File: config.mk
export PLATFORM = sky130hd
export DESIGN_NAME = hwiden_top
export DESIGN_NICKNAME = d
export VERILOG_FILES = /design/src/rtl/hwiden_pkg.sv /design/src/rtl/hwiden_decode.sv /design/src/rtl/hwiden_lead.sv /design/src/rtl/hwiden_assemble.sv /design/src/rtl/hwiden_top.sv
export SDC_FILE = /design/constraint.sdc
export NUM_CORES = 1
export LEC_CHECK = 0
export ABC_AREA = 1
export BUFFER_PORTS_ARGS = -buffer_cell sky130_fd_sc_hd__buf_2
export CELL_PAD_IN_SITES_DETAIL_PLACEMENT = 0
export CELL_PAD_IN_SITES_GLOBAL_PLACEMENT = 1
export CORE_MARGIN = 8
export CORE_UTILIZATION = 30
export CTS_BUF_LIST = sky130_fd_sc_hd__clkbuf_4 sky130_fd_sc_hd__clkbuf_8 sky130_fd_sc_hd__clkbuf_16
export DETAILED_ROUTE_END_ITERATION = 10
export HOLD_SLACK_MARGIN = 0.1
export PLACE_DENSITY_LB_ADDON = 0.1
export SLEW_MARGIN = 15
export SYNTH_ARGS = -nofsm -noshare
export SYNTH_HDL_FRONTEND = slang
export SYNTH_SLANG_ARGS = --single-unit
File: constraint.sdc
create_clock -name clk -period 1.4 [get_ports clk]
set_clock_uncertainty 0.1 [all_clocks]
set_input_delay 0.21 -clock clk [delete_from_list [all_inputs] [get_ports clk]]
set_output_delay 0.21 -clock clk [all_outputs]
set_load 0.02 [all_outputs]
File: src/rtl/hwiden_pkg.sv
package hwiden_pkg;
  localparam int H_EXP_W  = 5;
  localparam int H_FRAC_W = 10;
  localparam int H_W      = 1 + H_EXP_W + H_FRAC_W;
  localparam int S_EXP_W  = 8;
  localparam int S_FRAC_W = 23;
  localparam int S_W      = 1 + S_EXP_W + S_FRAC_W;
  localparam int H_BIAS   = (1 << (H_EXP_W - 1)) - 1;
  localparam int S_BIAS   = (1 << (S_EXP_W - 1)) - 1;
  localparam int REBIAS   = S_BIAS - H_BIAS;
  localparam int LZ_W     = $clog2(H_FRAC_W);

  typedef enum logic [2:0] {
    CL_ZERO,
    CL_SUB,
    CL_NORM,
    CL_INF,
    CL_NAN
  } hclass_e;

  typedef struct packed {
    logic                sign;
    logic [H_EXP_W-1:0]  exp;
    logic [H_FRAC_W-1:0] frac;
  } half_t;

  typedef struct packed {
    logic                sign;
    logic [S_EXP_W-1:0]  exp;
    logic [S_FRAC_W-1:0] frac;
  } single_t;
endpackage

File: src/rtl/hwiden_decode.sv
module hwiden_decode
  import hwiden_pkg::*;
(
  input  half_t   half_i,
  input  logic    alt_i,
  output hclass_e cls_o
);
  localparam logic [H_EXP_W-1:0] EXP_TOP = '1;

  always_comb begin
    if (half_i.exp == '0) begin
      cls_o = (half_i.frac == '0) ? CL_ZERO : CL_SUB;
    end else if (half_i.exp == EXP_TOP && !alt_i) begin
      cls_o = (half_i.frac == '0) ? CL_INF : CL_NAN;
    end else begin
      cls_o = CL_NORM;
    end
  end
endmodule

File: src/rtl/hwiden_lead.sv
module hwiden_lead #(
  parameter int FW = 10,
  parameter int CW = $clog2(FW)
) (
  input  logic [FW-1:0] frac_i,
  output logic [CW-1:0] lz_o,
  output logic [FW-1:0] tail_o
);
  // The scan runs upward, so the highest set bit is the last to write.
  always_comb begin
    lz_o = '0;
    for (int i = 0; i < FW; i++) begin
      if (frac_i[i]) lz_o = CW'(FW - 1 - i);
    end
    tail_o = frac_i << (int'(lz_o) + 1);
  end
endmodule

File: src/rtl/hwiden_assemble.sv
module hwiden_assemble
  import hwiden_pkg::*;
(
  input  half_t            half_i,
  input  hclass_e          cls_i,
  input  logic [LZ_W-1:0]  lz_i,
  input  logic [H_FRAC_W-1:0] tail_i,
  output single_t          res_o,
  output logic             snan_o
);
  localparam int PAD_W = S_FRAC_W - H_FRAC_W;
  localparam logic [S_EXP_W-1:0] EXP_MAX = '1;
  localparam logic [S_EXP_W-1:0] REB = S_EXP_W'(REBIAS);

  always_comb begin
    res_o.sign = half_i.sign;
    res_o.exp  = '0;
    res_o.frac = '0;
    snan_o     = 1'b0;
    unique case (cls_i)
      CL_ZERO: ;
      CL_SUB: begin
        res_o.exp  = REB - S_EXP_W'(lz_i);
        res_o.frac = {tail_i, {PAD_W{1'b0}}};
      end
      CL_NORM: begin
        res_o.exp  = S_EXP_W'(half_i.exp) + REB;
        res_o.frac = {half_i.frac, {PAD_W{1'b0}}};
      end
      CL_INF: begin
        res_o.exp  = EXP_MAX;
      end
      CL_NAN: begin
        res_o.exp  = EXP_MAX;
        res_o.frac = {1'b1, half_i.frac[H_FRAC_W-2:0], {PAD_W{1'b0}}};
        snan_o     = ~half_i.frac[H_FRAC_W-1];
      end
      default: ;
    endcase
  end
endmodule

File: src/rtl/hwiden_top.sv
module hwiden_top
  import hwiden_pkg::*;
(
  input  logic           clk,
  input  logic           rst_n,
  input  logic           in_valid,
  output logic           in_ready,
  input  logic [H_W-1:0] in_half,
  input  logic           in_alt_mode,
  output logic           out_valid,
  input  logic           out_ready,
  output logic [S_W-1:0] out_single,
  output logic           out_invalid
);
  half_t               half_w;
  hclass_e             cls_w;
  logic [LZ_W-1:0]     lz_w;
  logic [H_FRAC_W-1:0] tail_w;
  single_t             res_w;
  logic                snan_w;
  logic                take_w;

  assign half_w = half_t'(in_half);

  hwiden_decode u_decode (
    .half_i (half_w),
    .alt_i  (in_alt_mode),
    .cls_o  (cls_w)
  );

  hwiden_lead #(.FW(H_FRAC_W), .CW(LZ_W)) u_lead (
    .frac_i (half_w.frac),
    .lz_o   (lz_w),
    .tail_o (tail_w)
  );

  hwiden_assemble u_asm (
    .half_i (half_w),
    .cls_i  (cls_w),
    .lz_i   (lz_w),
    .tail_i (tail_w),
    .res_o  (res_w),
    .snan_o (snan_w)
  );

  assign in_ready = ~out_valid | out_ready;
  assign take_w   = in_valid & in_ready;

  always_ff @(posedge clk or negedge rst_n) begin
    if (!rst_n) begin
      out_valid   <= 1'b0;
      out_single  <= '0;
      out_invalid <= 1'b0;
    end else if (take_w) begin
      out_valid   <= 1'b1;
      out_single  <= res_w;
      out_invalid <= snan_w;
    end else if (out_ready) begin
      out_valid   <= 1'b0;
    end
  end

  localparam logic [S_EXP_W-1:0] SUB_EXP_LO = S_EXP_W'(REBIAS - (H_FRAC_W - 1));
  localparam logic [S_EXP_W-1:0] SUB_EXP_HI = S_EXP_W'(REBIAS);

  p_load_r8: assert property (@(posedge clk) disable iff (!rst_n)
    take_w |=> out_valid);

  p_drain_r8: assert property (@(posedge clk) disable iff (!rst_n)
    (out_valid && out_ready && !in_valid) |=> !out_valid);

  p_hold_r9: assert property (@(posedge clk) disable iff (!rst_n)
    (out_valid && !out_ready) |=> (out_valid && $stable(out_single) && $stable(out_invalid)));

  p_stall_r9: assert property (@(posedge clk) disable iff (!rst_n)
    (out_valid && !out_ready) |-> !in_ready);

  p_snan_shape_r6: assert property (@(posedge clk) disable iff (!rst_n)
    (out_valid && out_invalid) |-> (out_single[S_W-2 -: S_EXP_W] == '1 && out_single[S_FRAC_W-1]));

  p_sign_r11: assert property (@(posedge clk) disable iff (!rst_n)
    take_w |=> (out_single[S_W-1] == $past(in_half[H_W-1])));

  p_sub_range_r3: assert property (@(posedge clk) disable iff (!rst_n)
    (take_w && in_half[H_W-2 -: H_EXP_W] == '0 && in_half[H_FRAC_W-1:0] != '0) |=>
      (out_single[S_W-2 -: S_EXP_W] >= SUB_EXP_LO && out_single[S_W-2 -: S_EXP_W] <= SUB_EXP_HI));
endmodule

==> results.json, run 1 <==
{
  "peakVddDrop_v": 0.000320,
  "grt_max_degree": 21,
  "yosysSeqAreaShare_pct": 29.6,
  "r2r-start": "out_valid",
  "cpLargestDelayFamily": "simple AND/OR/NAND/NOR gates",
  "crit_required_ns": 1.49,
  "synth_cell_types": 35,
  "die_area_sq_um": 8290,
  "path_clk_slew_ns": 0.07,
  "violations": "negative setup slack",
  "wire_per_inst_um": 12.8,
  "timing.final.crit_share_pct": 118,
  "drv_cap": 0,
  "finalCriticalPeriod_ns": 1.65,
  "drt-total-wl_um": 5460,
  "final_area_sq_um": 2860,
  "syn2layout_area_growth_pct": 69.3,
  "crit_chain": "buf_12 -> inv_12 -> nand2_4 -> nand2_2 -> nand2_1 -> nand2_1 -> nand2_1 -> nand2_2 -> nand2_4 -> nand2_4 -> ha_4 -> xnor2_4 -> buf_6 -> nand3_1 -> nand2_1 -> nand2_1 -> a21oi_2",
  "io_buffers": 42,
  "hpwlAfterDp_um": 4210,
  "htree_num_levels": 1,
  "drt_iter0_markers": 108,
  "drive_gt1_share_pct": 52.4,
  "crit_path_frequent_cell": "nand2_1",
  "gp_congestion": 0.840,
  "crit_path_start_kind": "input port",
  "multi_input_area_sq_um": 1250,
  "dr.pass1.iters": 4,
  "cp_num_buf_inv": 3,
  "cts_sinks": 20,
  "p_leak_uw": 0.00147,
  "place_area_sq_um": 2340,
  "diodes": 0,
  "synth_cells": 251,
  "antenna_found_initial": 0,
  "ios": 56,
  "cp_max_fo": 6,
  "worstSetupPathType": "in2reg",
  "yosys_warnings": 0,
  "drcViolationCount": 0,
  "timing.rr.end": "out_single[21]",
  "die_w_um": 91.0,
  "std_cell_rows": 27,
  "r2r_cells": 7,
  "p_per_area_nw_per_um2": 720,
  "async_flop_share_pct": 100,
  "cts_root_buffer": "clkbuf_8",
  "crit_arrival_ns": 1.74,
  "rsz0062_at_grt": "yes",
  "worst_path_max_delay_cell": "xnor2_4",
  "cts_tree": "built",
  "crit_cells": 17,
  "synth-main-ff-cell": "dfrtp_1",
  "seqCellArea_sq_um": 500,
  "coreArea_sq_um": 5470,
  "endpoint_kind": "flip-flop",
  "fin_nets": 380,
  "layout_setup_ws_ns": -0.253,
  "gr-total-overflow": 0,
  "cts_made_buffers": 3,
  "synth_edf_count": 0,
  "filler_cell_count": 559,
  "endpoint": "out_single[21]",
  "fin_hold_ws_ns": 0.109,
  "timing.fmax_ghz": 0.605,
  "outcome": "complete, but fails checks",
  "grt_usage_pct": 12.6,
  "via_per_inst": 4.40,
  "num_vias": 1880,
  "grt_pass1_vias": 1887,
  "ant_nets": 0,
  "avgSynthCellArea_sq_um": 6.73,
  "die_y_um": 91.0,
  "clockBufferDepth": 2,
  "final_hold_viol_count": 0,
  "setup_viol": 13,
  "rrSetupSlack_ns": 0.22,
  "slew_viol_final": 0,
  "clk_latency_ns": 0.25,
  "critical_path.max_stage_delay_ns": 0.23,
  "synth_area_sq_um": 1690,
  "grt_pass1_wl_um": 8940,
  "min_path_type": "in2reg",
  "ys_seq_elements": 20,
  "initial_utilization_pct": 30.9,
  "crit_start": "in_half[1]"
}
[metal layers]
| metal | track usage [%] | share of wire (%) | up-vias |
|---|---|---|---|
| met3 | 2.14 | 4.4 | 2 |
| met2 | 20.4 | 47 | 38 |
| met4 | 4.09 | 0.84 | 0 |
| li1 | - | - | 992 |
| met5 | 0 | 0 | - |
| met1 | 16.6 | 48 | 848 |
[registers in the layout, summed over array words and instances (netlist names)]
| register | cells |
|---|---|
| out_invalid | 1 |
| out_single | 18 |
| out_valid | 1 |
[timing repair]
item                       in CTS  in global routing
pin swaps                      27                 33
hold buffers                    2                  0
setup endpoints to repair      15                 17
hold endpoints to repair       21                  0
gates resized for setup        41                 45
gates cloned                    0                  0
setup buffers                   8                 12
[worst register-to-register path, delay by kind of cell (launching register included)]
family / cells / cell delay (ns)
AOI/OAI and AO/OA: 1 / 0.05
and+or+nand+nor: 3 / 0.22
buffers and inverters: 3 / 0.32
DFF: 1 / 0.38
[synthesized netlist by cell type (2+ instances only)]
| master | instances | area (sq um) |
|---|---|---|
| nand2_1 | 83 | 312 |
| nand3_1 | 23 | 115 |
| dfrtp_1 | 20 | 500 |
| buf_4 | 15 | 113 |
| inv_1 | 15 | 56.3 |
| nor2_1 | 12 | 45.0 |
| inv_2 | 10 | 37.5 |
| o21ai_0 | 9 | 45.0 |
| a21oi_1 | 8 | 40.0 |
| nand2_2 | 8 | 50.1 |
| nand3_2 | 6 | 60.1 |
| a31oi_1 | 5 | 31.3 |
| o21ai_1 | 4 | 20.0 |
| clkbuf_1 | 3 | 11.3 |
| nor2_2 | 3 | 18.8 |
| buf_2 | 2 | 10.0 |
| ha_1 | 2 | 25.0 |
| nand2_4 | 2 | 22.5 |
| nand3b_1 | 2 | 15.0 |
| nand4_1 | 2 | 12.5 |
| nor3_1 | 2 | 10.0 |
| o211ai_1 | 2 | 15.0 |
[power breakdown]
part           internal (uW)  total, uW  switching, uW
Sequential               655        695           39.2
Clock                    192        377            186
Combinational            416        986            570
[cell usage in the layout, fill, tap and decap left out, types with 4 or more instances in the layout]
cell type	instances
dfrtp_1	20
nor2_4	5
a21oi_2	6
buf_4	52
nand2_2	15
conb_1	13
nand3_2	13
a31oi_1	4
buf_2	35
o21ai_1	7
nand2_1	73
inv_1	12
o21ai_0	5
nor2_1	9
nand3_4	5
nand3_1	11
inv_2	9
buf_6	16
nand2_4	5
[through the flow]
step / setup slack, ns / setup TNS, ns / util (%) / total power (uW) / instances
5_1_grt: -0.383 / -3.63 / 52.2 / 2200 / 427
2_1_floorplan: -0.435 / -3.13 / - / 1220 / 263
4_1_cts: -0.229 / -2.26 / 48.0 / 1990 / 417
3_3_place_gp: -0.592 / -8.09 / 42.7 / 1530 / 405
6_report: -0.253 / -2.25 / 52.2 / 2060 / 427
3_5_place_dp: -0.631 / -8.42 / 42.7 / 1530 / 405
[cell type report]
class                           count  share of cell area (%)
Timing Repair Buffer              110                    29.8
Multi-Input combinational cell    196                    43.8
Clock buffer                        3                    1.44
Tap cell                           72                    3.15
Inverter                           26                    4.38
Sequential cell                    20                    17.5
[kinds of logic (layout without fill, tap and decap cells)]
family | Yosys count | after routing | synth area share [%]
adder cells (fa/ha/maj) | 2 | 2 | 1.48
XOR/XNOR | 2 | 2 | 2.15
AND/OR/NAND/NOR | 146 | 146 | 40.7
buffers and inverters | 47 | 139 | 14.4
other | 1 | 13 | 0.222
AO/OA/AOI/OAI | 33 | 33 | 11.4
flip-flops | 20 | 20 | 29.6
[worst min path at each step]
stage / cells past startpoint / to / slack (ns) / startpoint
floorplan: 0 / out_invalid / -0.19 / rst_n
global placement: 1 / out_single[30] / 0.09 / rst_n
detailed placement: 1 / out_single[30] / 0.09 / rst_n
CTS: 4 / out_valid / 0.11 / out_ready
global route: 4 / out_valid / 0.11 / out_ready
finish: 4 / out_valid / 0.11 / out_ready
Power figures use the tool's default switching activity.
==> run 2, diff against run 1 <==
- REMOVE_ABC_BUFFERS: default -> 1
==> run 2 against run 1 <==
Largest cell class unchanged. Sequential share of layout area is 0.33 points higher. Worst setup slack worse by 0.024 ns. Clock power is 11% higher. Hold slack better by 0.033 ns. Maximum frequency is 1.4% lower. Count of clock-buffer cells in the layout is 1 higher. Flip-flop and latch count stayed put. The flow still finishes with violations (negative setup slack). Combinational power is 3.0% lower. Largest power group unchanged.
==> results.json, run 2 (synthesized netlist as in run 1, its figures left out) <==
{
  "outcome": "complete, but fails checks",
  "violations": "negative setup slack",
  "crit_arrival_ns": 1.72,
  "switchingPower_uw": 770,
  "p_total_uw": 2070,
  "ios": 56,
  "swShare_pct": 37.2,
  "top_regs": "out_single x18, out_invalid x1, out_valid x1",
  "crit_path_frequent_cell": "nand2_1",
  "gr-total-overflow": 0,
  "via_per_inst": 4.39,
  "num_vias": 1838,
  "grt_pass1_wl_um": 8630,
  "cp_max_fo": 3,
  "grt_max_degree": 21,
  "gp_congestion": 0.833,
  "power.internal_uw": 1300,
  "worst_path_max_delay_cell": "ha_4",
  "std_cell_rows": 27,
  "drive_gt1_share_pct": 48.7,
  "dr.pass1.iters": 4,
  "antenna_found_initial": 0,
  "timing.fmax_ghz": 0.596,
  "layout_setup_ws_ns": -0.277,
  "io_buffers": 42,
  "cts_tree": "built",
  "timing.final.crit_share_pct": 120,
  "syn2layout_area_growth_pct": 66.1,
  "grt_usage_pct": 12.4,
  "path_clk_slew_ns": 0.07,
  "peakVddDrop_v": 0.000335,
  "p_per_area_nw_per_um2": 738,
  "crit_required_ns": 1.45,
  "fin_hold_ws_ns": 0.142,
  "routed-wl-met2_um": 2390,
  "worstSetupPathType": "in2reg",
  "final_cell_mix": "nand2_1 (77), buf_4 (46), buf_2 (33)",
  "p_clk_share_pct": 20.3,
  "grt_pass1_vias": 1831,
  "top_layer": "met4",
  "endpoint_kind": "flip-flop",
  "die_w_um": 91.0,
  "dp_cells": 407,
  "die_y_um": 91.0,
  "finalCriticalPeriod_ns": 1.68,
  "regMostFlops": "out_single",
  "rsz0062_at_grt": "yes",
  "hpwlAfterDp_um": 4190,
  "p_leak_uw": 0.00144,
  "initial_utilization_pct": 30.9,
  "min_path_type": "in2reg",
  "cts_made_buffers": 3,
  "layout_commonest_cell": "nand2_1",
  "diodes": 0,
  "drv_cap": 0,
  "largest_reg_flops": 18,
  "final_hold_viol_count": 0,
  "crit_path_start_kind": "input port",
  "dpl_worst_slack_ns": -0.733,
  "clk_latency_ns": 0.25,
  "crit_chain": "buf_8 -> inv_6 -> nand2_2 -> nand2_1 -> nand2_1 -> nand2_1 -> nand2_2 -> a21boi_4 -> ha_4 -> buf_6 -> a21oi_4 -> a211oi_2 -> nor2_1 -> nand2_1 -> nand2_1 -> nand2_1 -> nand2_1 -> nand2_1",
  "cts_root_buffer": "clkbuf_8",
  "wl_met1_um": 2480,
  "wire_per_inst_um": 12.6,
  "fin_cells": 419,
  "critical_path.max_stage_delay_ns": 0.24,
  "coreArea_sq_um": 5470,
  "wl_met3_um": 310,
  "setup_viol": 12,
  "slew_viol_final": 0,
  "ant_nets": 0,
  "cts_sinks": 20,
  "drt-total-wl_um": 5260,
  "drcViolationCount": 0,
  "combPwrFrac_pct": 46.2,
  "htree_num_levels": 1,
  "die_area_sq_um": 8290,
  "fin_nets": 371,
  "p_seq_share_pct": 33.6,
  "clockBufferDepth": 2,
  "drt_iter0_markers": 66,
  "finalSetupTns_ns": -1.98
}
## run 2: routing by layer
layer | vias up | global-route usage [%]
li1 | 972 | -
met1 | 812 | 16.1
met2 | 50 | 19.8
met3 | 4 | 2.55
met4 | 0 | 4.09
met5 | - | 0
## run 2: worst paths after layout
kind	start	end	slack, ns	cells past startpoint
max in group asynchronous	rst_n	out_single[17]	0.57	2
min in group asynchronous	rst_n	out_single[24]	0.33	2
max	in_half[2]	out_single[22]	-0.28	18
max reg2reg	out_valid	out_single[20]	0.22	7
min	out_ready	out_valid	0.14	4
min reg2reg	out_single[17]	out_single[17]	0.37	2
## run 2: cell type report
class	count	area, sq um
Sequential cell	20	500
Multi-Input combinational cell	196	1240
Clock buffer	4	55.1
Tap cell	72	90.1
Timing Repair Buffer	101	796
Fill cell	583	2670
Inverter	26	120
## run 2: power groups by stage
stage	logic, uW	clock network [uW]	registers (uW)
final	956	420	696
after floorplan	335	0	812
after global routing	1040	471	705
after global placement	816	0	703
after detailed placement	813	0	707
after CTS	901	438	696
## run 2: critical path, delay by kind of cell
| kind | cells | cell delay [ns] |
|---|---|---|
| simple gates | 11 | 0.64 |
| fa+ha+maj | 1 | 0.24 |
| buf+inv | 3 | 0.28 |
| compound gates | 3 | 0.33 |
## run 2: timing repair
action                                 4_1_cts  5_1_grt
buffers inserted                             3        4
setup endpoints to repair                   16       16
hold buffers                                 2        0
pin swaps                                   25       24
endpoints found under the hold margin       21        0
gates resized for setup                     51       43
## run 2: per-stage QoR
step | cell area (sq um) | utilization (%)
CTS | 2620 | 47.9
floorplan | 1590 | -
detailed placement | 2310 | 42.2
finish | 2810 | 51.3
global route | 2810 | 51.3
global placement | 2310 | 42.2
==> run 3, diff against run 2 <==
- ABC_AREA: 1 -> default
- CELL_PAD_IN_SITES_DETAIL_PLACEMENT: 0 -> default
- CELL_PAD_IN_SITES_GLOBAL_PLACEMENT: 1 -> default
- PLACE_DENSITY_LB_ADDON: 0.1 -> default
==> run 3 against run 2 <==
The flow still finishes with violations (negative setup slack). Die area is 6.5% higher. Maximum frequency is 16% lower. First-iteration DRC count is 89% higher. Worst setup slack worse by 0.31 ns. Global-route usage is 3.0 points higher.
==> results.json, run 3 <==
{
  "synth-main-ff-cell": "dfrtp_1",
  "swShare_pct": 36.5,
  "min_path_type": "in2reg",
  "layout_commonest_cell": "buf_4",
  "yosys.area.top_type": "dfrtp_1",
  "rrSetupSlack_ns": -0.35,
  "cts_tree": "built",
  "drt_iter0_markers": 125,
  "ys_seq_elements": 20,
  "initial_utilization_pct": 31.0,
  "antenna_found_initial": 0,
  "coreArea_sq_um": 5890,
  "cts_root_buffer": "clkbuf_8",
  "crit_path_start_kind": "input port",
  "grt_usage_pct": 15.4,
  "final_cell_mix": "buf_4 (74), buf_2 (34), buf_6 (20), dfrtp_1 (20), nand2_1 (17)",
  "endpoint": "out_single[21]",
  "synth_edf_count": 0,
  "gp_congestion": 0.886,
  "top_regs": "out_single x18, out_invalid x1, out_valid x1",
  "wire_per_inst_um": 17.4,
  "setup_viol": 14,
  "grt_max_degree": 29,
  "synth_cells": 209,
  "timing.rr.end": "out_single[17]",
  "regMostFlops": "out_single",
  "cp_max_fo": 8,
  "syn2layout_area_growth_pct": 73.8,
  "clk_latency_ns": 0.26,
  "dr.pass1.iters": 4,
  "ios": 56,
  "dpl_worst_slack_ns": -1.02,
  "yosysSeqAreaShare_pct": 27.5,
  "synth_cell_types": 65,
  "combPwrFrac_pct": 49.4,
  "diodes": 0,
  "p_seq_share_pct": 30.6,
  "endpoint_kind": "flip-flop",
  "r2r_cells": 5,
  "netlist.area_leader.share_pct": 27.5,
  "rsz0062_at_grt": "yes",
  "worstSetupPathType": "in2reg",
  "layout_setup_ws_ns": -0.591,
  "p_per_area_nw_per_um2": 716,
  "peakVddDrop_v": 0.000367,
  "die_area_sq_um": 8820,
  "avgSynthCellArea_sq_um": 8.72,
  "violations": "negative setup slack",
  "die_y_um": 93.9,
  "drcViolationCount": 0,
  "max_slew_margin_pct": 61.2,
  "hpwlAfterDp_um": 5230,
  "grt_pass1_vias": 2112,
  "utilization_pct": 53.8,
  "drv_cap": 0,
  "cts_made_buffers": 3,
  "slew_viol_final": 0,
  "synth_area_sq_um": 1820,
  "drt-total-wl_um": 7140,
  "crit_start": "in_half[1]",
  "io_buffers": 42,
  "drive_gt1_share_pct": 60.9,
  "synth_area_leaders": "dfrtp_1 (27%), buf_4 (5.8%), nand2_1 (4.3%), buf_6 (3.7%), a21oi_1 (3.3%)",
  "timing.final.crit_share_pct": 142,
  "cts_sinks": 20,
  "yosys-top-cells-count": "nand2_1 (21), dfrtp_1 (20), buf_4 (14)",
  "yosys_warnings": 0,
  "gr-total-overflow": 0,
  "fin_nets": 359,
  "final_hold_viol_count": 0,
  "r2r-start": "out_valid",
  "via_per_inst": 5.19,
  "grt_pass1_wl_um": 10900,
  "htree_num_levels": 1,
  "ant_nets": 0,
  "die_w_um": 93.9,
  "fin_hold_ws_ns": 0.112,
  "num_vias": 2128,
  "yosysMostFrequentCell": "nand2_1",
  "std_cell_rows": 28,
  "power.internal_uw": 1440,
  "tightest_slew_ns": 0.577,
  "largest_reg_flops": 18,
  "switchingPower_uw": 829,
  "crit_arrival_ns": 2.03,
  "async_flop_share_pct": 100,
  "clockBufferDepth": 2,
  "p_clk_share_pct": 20.0,
  "p_leak_uw": 0.00145,
  "outcome": "complete, but fails checks",
  "finalCriticalPeriod_ns": 1.99,
  "crit_required_ns": 1.44,
  "timing.fmax_ghz": 0.502,
  "path_clk_slew_ns": 0.08
}
==> run 3: cell count changes in the layout (fill, tap and decap cells not counted), sizes merged, moves of 5 or more <==
cell,previous run,this run
a22oi,0,8
nand3,29,3
inv,25,7
nand2,93,21
o21ai,13,18
buf,99,135
==> run 3: routing by layer <==
layer  GRT usage, %  vias up  part of all wire, %
met5              0        -                    0
met3           2.40       19                  5.5
met2           25.3       73                   49
met1           19.8     1030                   42
li1               -     1006                    -
met4           5.42        0                  3.3
==> run 3: cell type report <==
type                       count  area, sq um
fill                         537         2720
multi-input combinational    165         1370
timing repair buffer         138         1120
sequential                    20          500
tap                           75         93.8
clock buffer                   4         55.1
inverter                       8         35.0
==> run 3: power by group through the flow <==
stage	registers, uW	clock network, uW	logic, uW
final	694	454	1120
after global routing	704	487	1200
after CTS	694	466	992
after detailed placement	705	0	850
after global placement	703	0	849
after floorplan	800	0	333
==> run 3: worst min path at each step <==
stage | cells past startpoint | to | startpoint
floorplan | 0 | out_invalid | rst_n
global placement | 1 | out_single[27] | rst_n
detailed placement | 1 | out_single[27] | rst_n
CTS | 3 | out_single[17] | in_half[4]
global route | 3 | out_single[17] | in_half[4]
finish | 3 | out_single[17] | in_half[4]
==> run 3: timing repair <==
| item | CTS | global route |
|---|---|---|
| pin swaps | 25 | 20 |
| setup endpoints to repair | 16 | 19 |
| buffers inserted | 13 | 12 |
| hold endpoints to repair | 21 | 0 |
| gates cloned | 0 | 1 |
| resized for setup | 67 | 32 |
| hold buffers | 2 | 0 |
==> run 3: kinds of logic after synthesis <==
logic type      synth area share, %
compound gates                 30.1
simple gates                   19.9
buf+inv                        14.6
flops                          27.5
mux                            4.95
xor+xnor                       1.44
fa+ha+maj                      1.37
other cells                   0.206
==> run 3: per-stage QoR <==
| stage | cells | power [uW] | TNS [ns] | cell area (sq um) |
|---|---|---|---|---|
| finish | 410 | 2270 | -5.97 | 3170 |
| global route | 410 | 2390 | -6.72 | 3170 |
| CTS | 397 | 2150 | -5.39 | 2920 |
| detailed placement | 380 | 1560 | -12.49 | 2470 |
| global placement | 380 | 1550 | -12.25 | 2470 |
| floorplan | 193 | 1130 | -12.63 | 1630 |
==> run 3: worst max-delay path, stage by stage <==
cell and delay (ns):
buf_6 0.10, nand2b_4 0.13, a221oi_2 0.22, buf_4 0.17, o21ai_4 0.08, ha_4 0.30
buf_6 0.14, buf_4 0.12, mux2i_2 0.22, o21ai_2 0.09, a21oi_1 0.15, a31oi_1 0.10
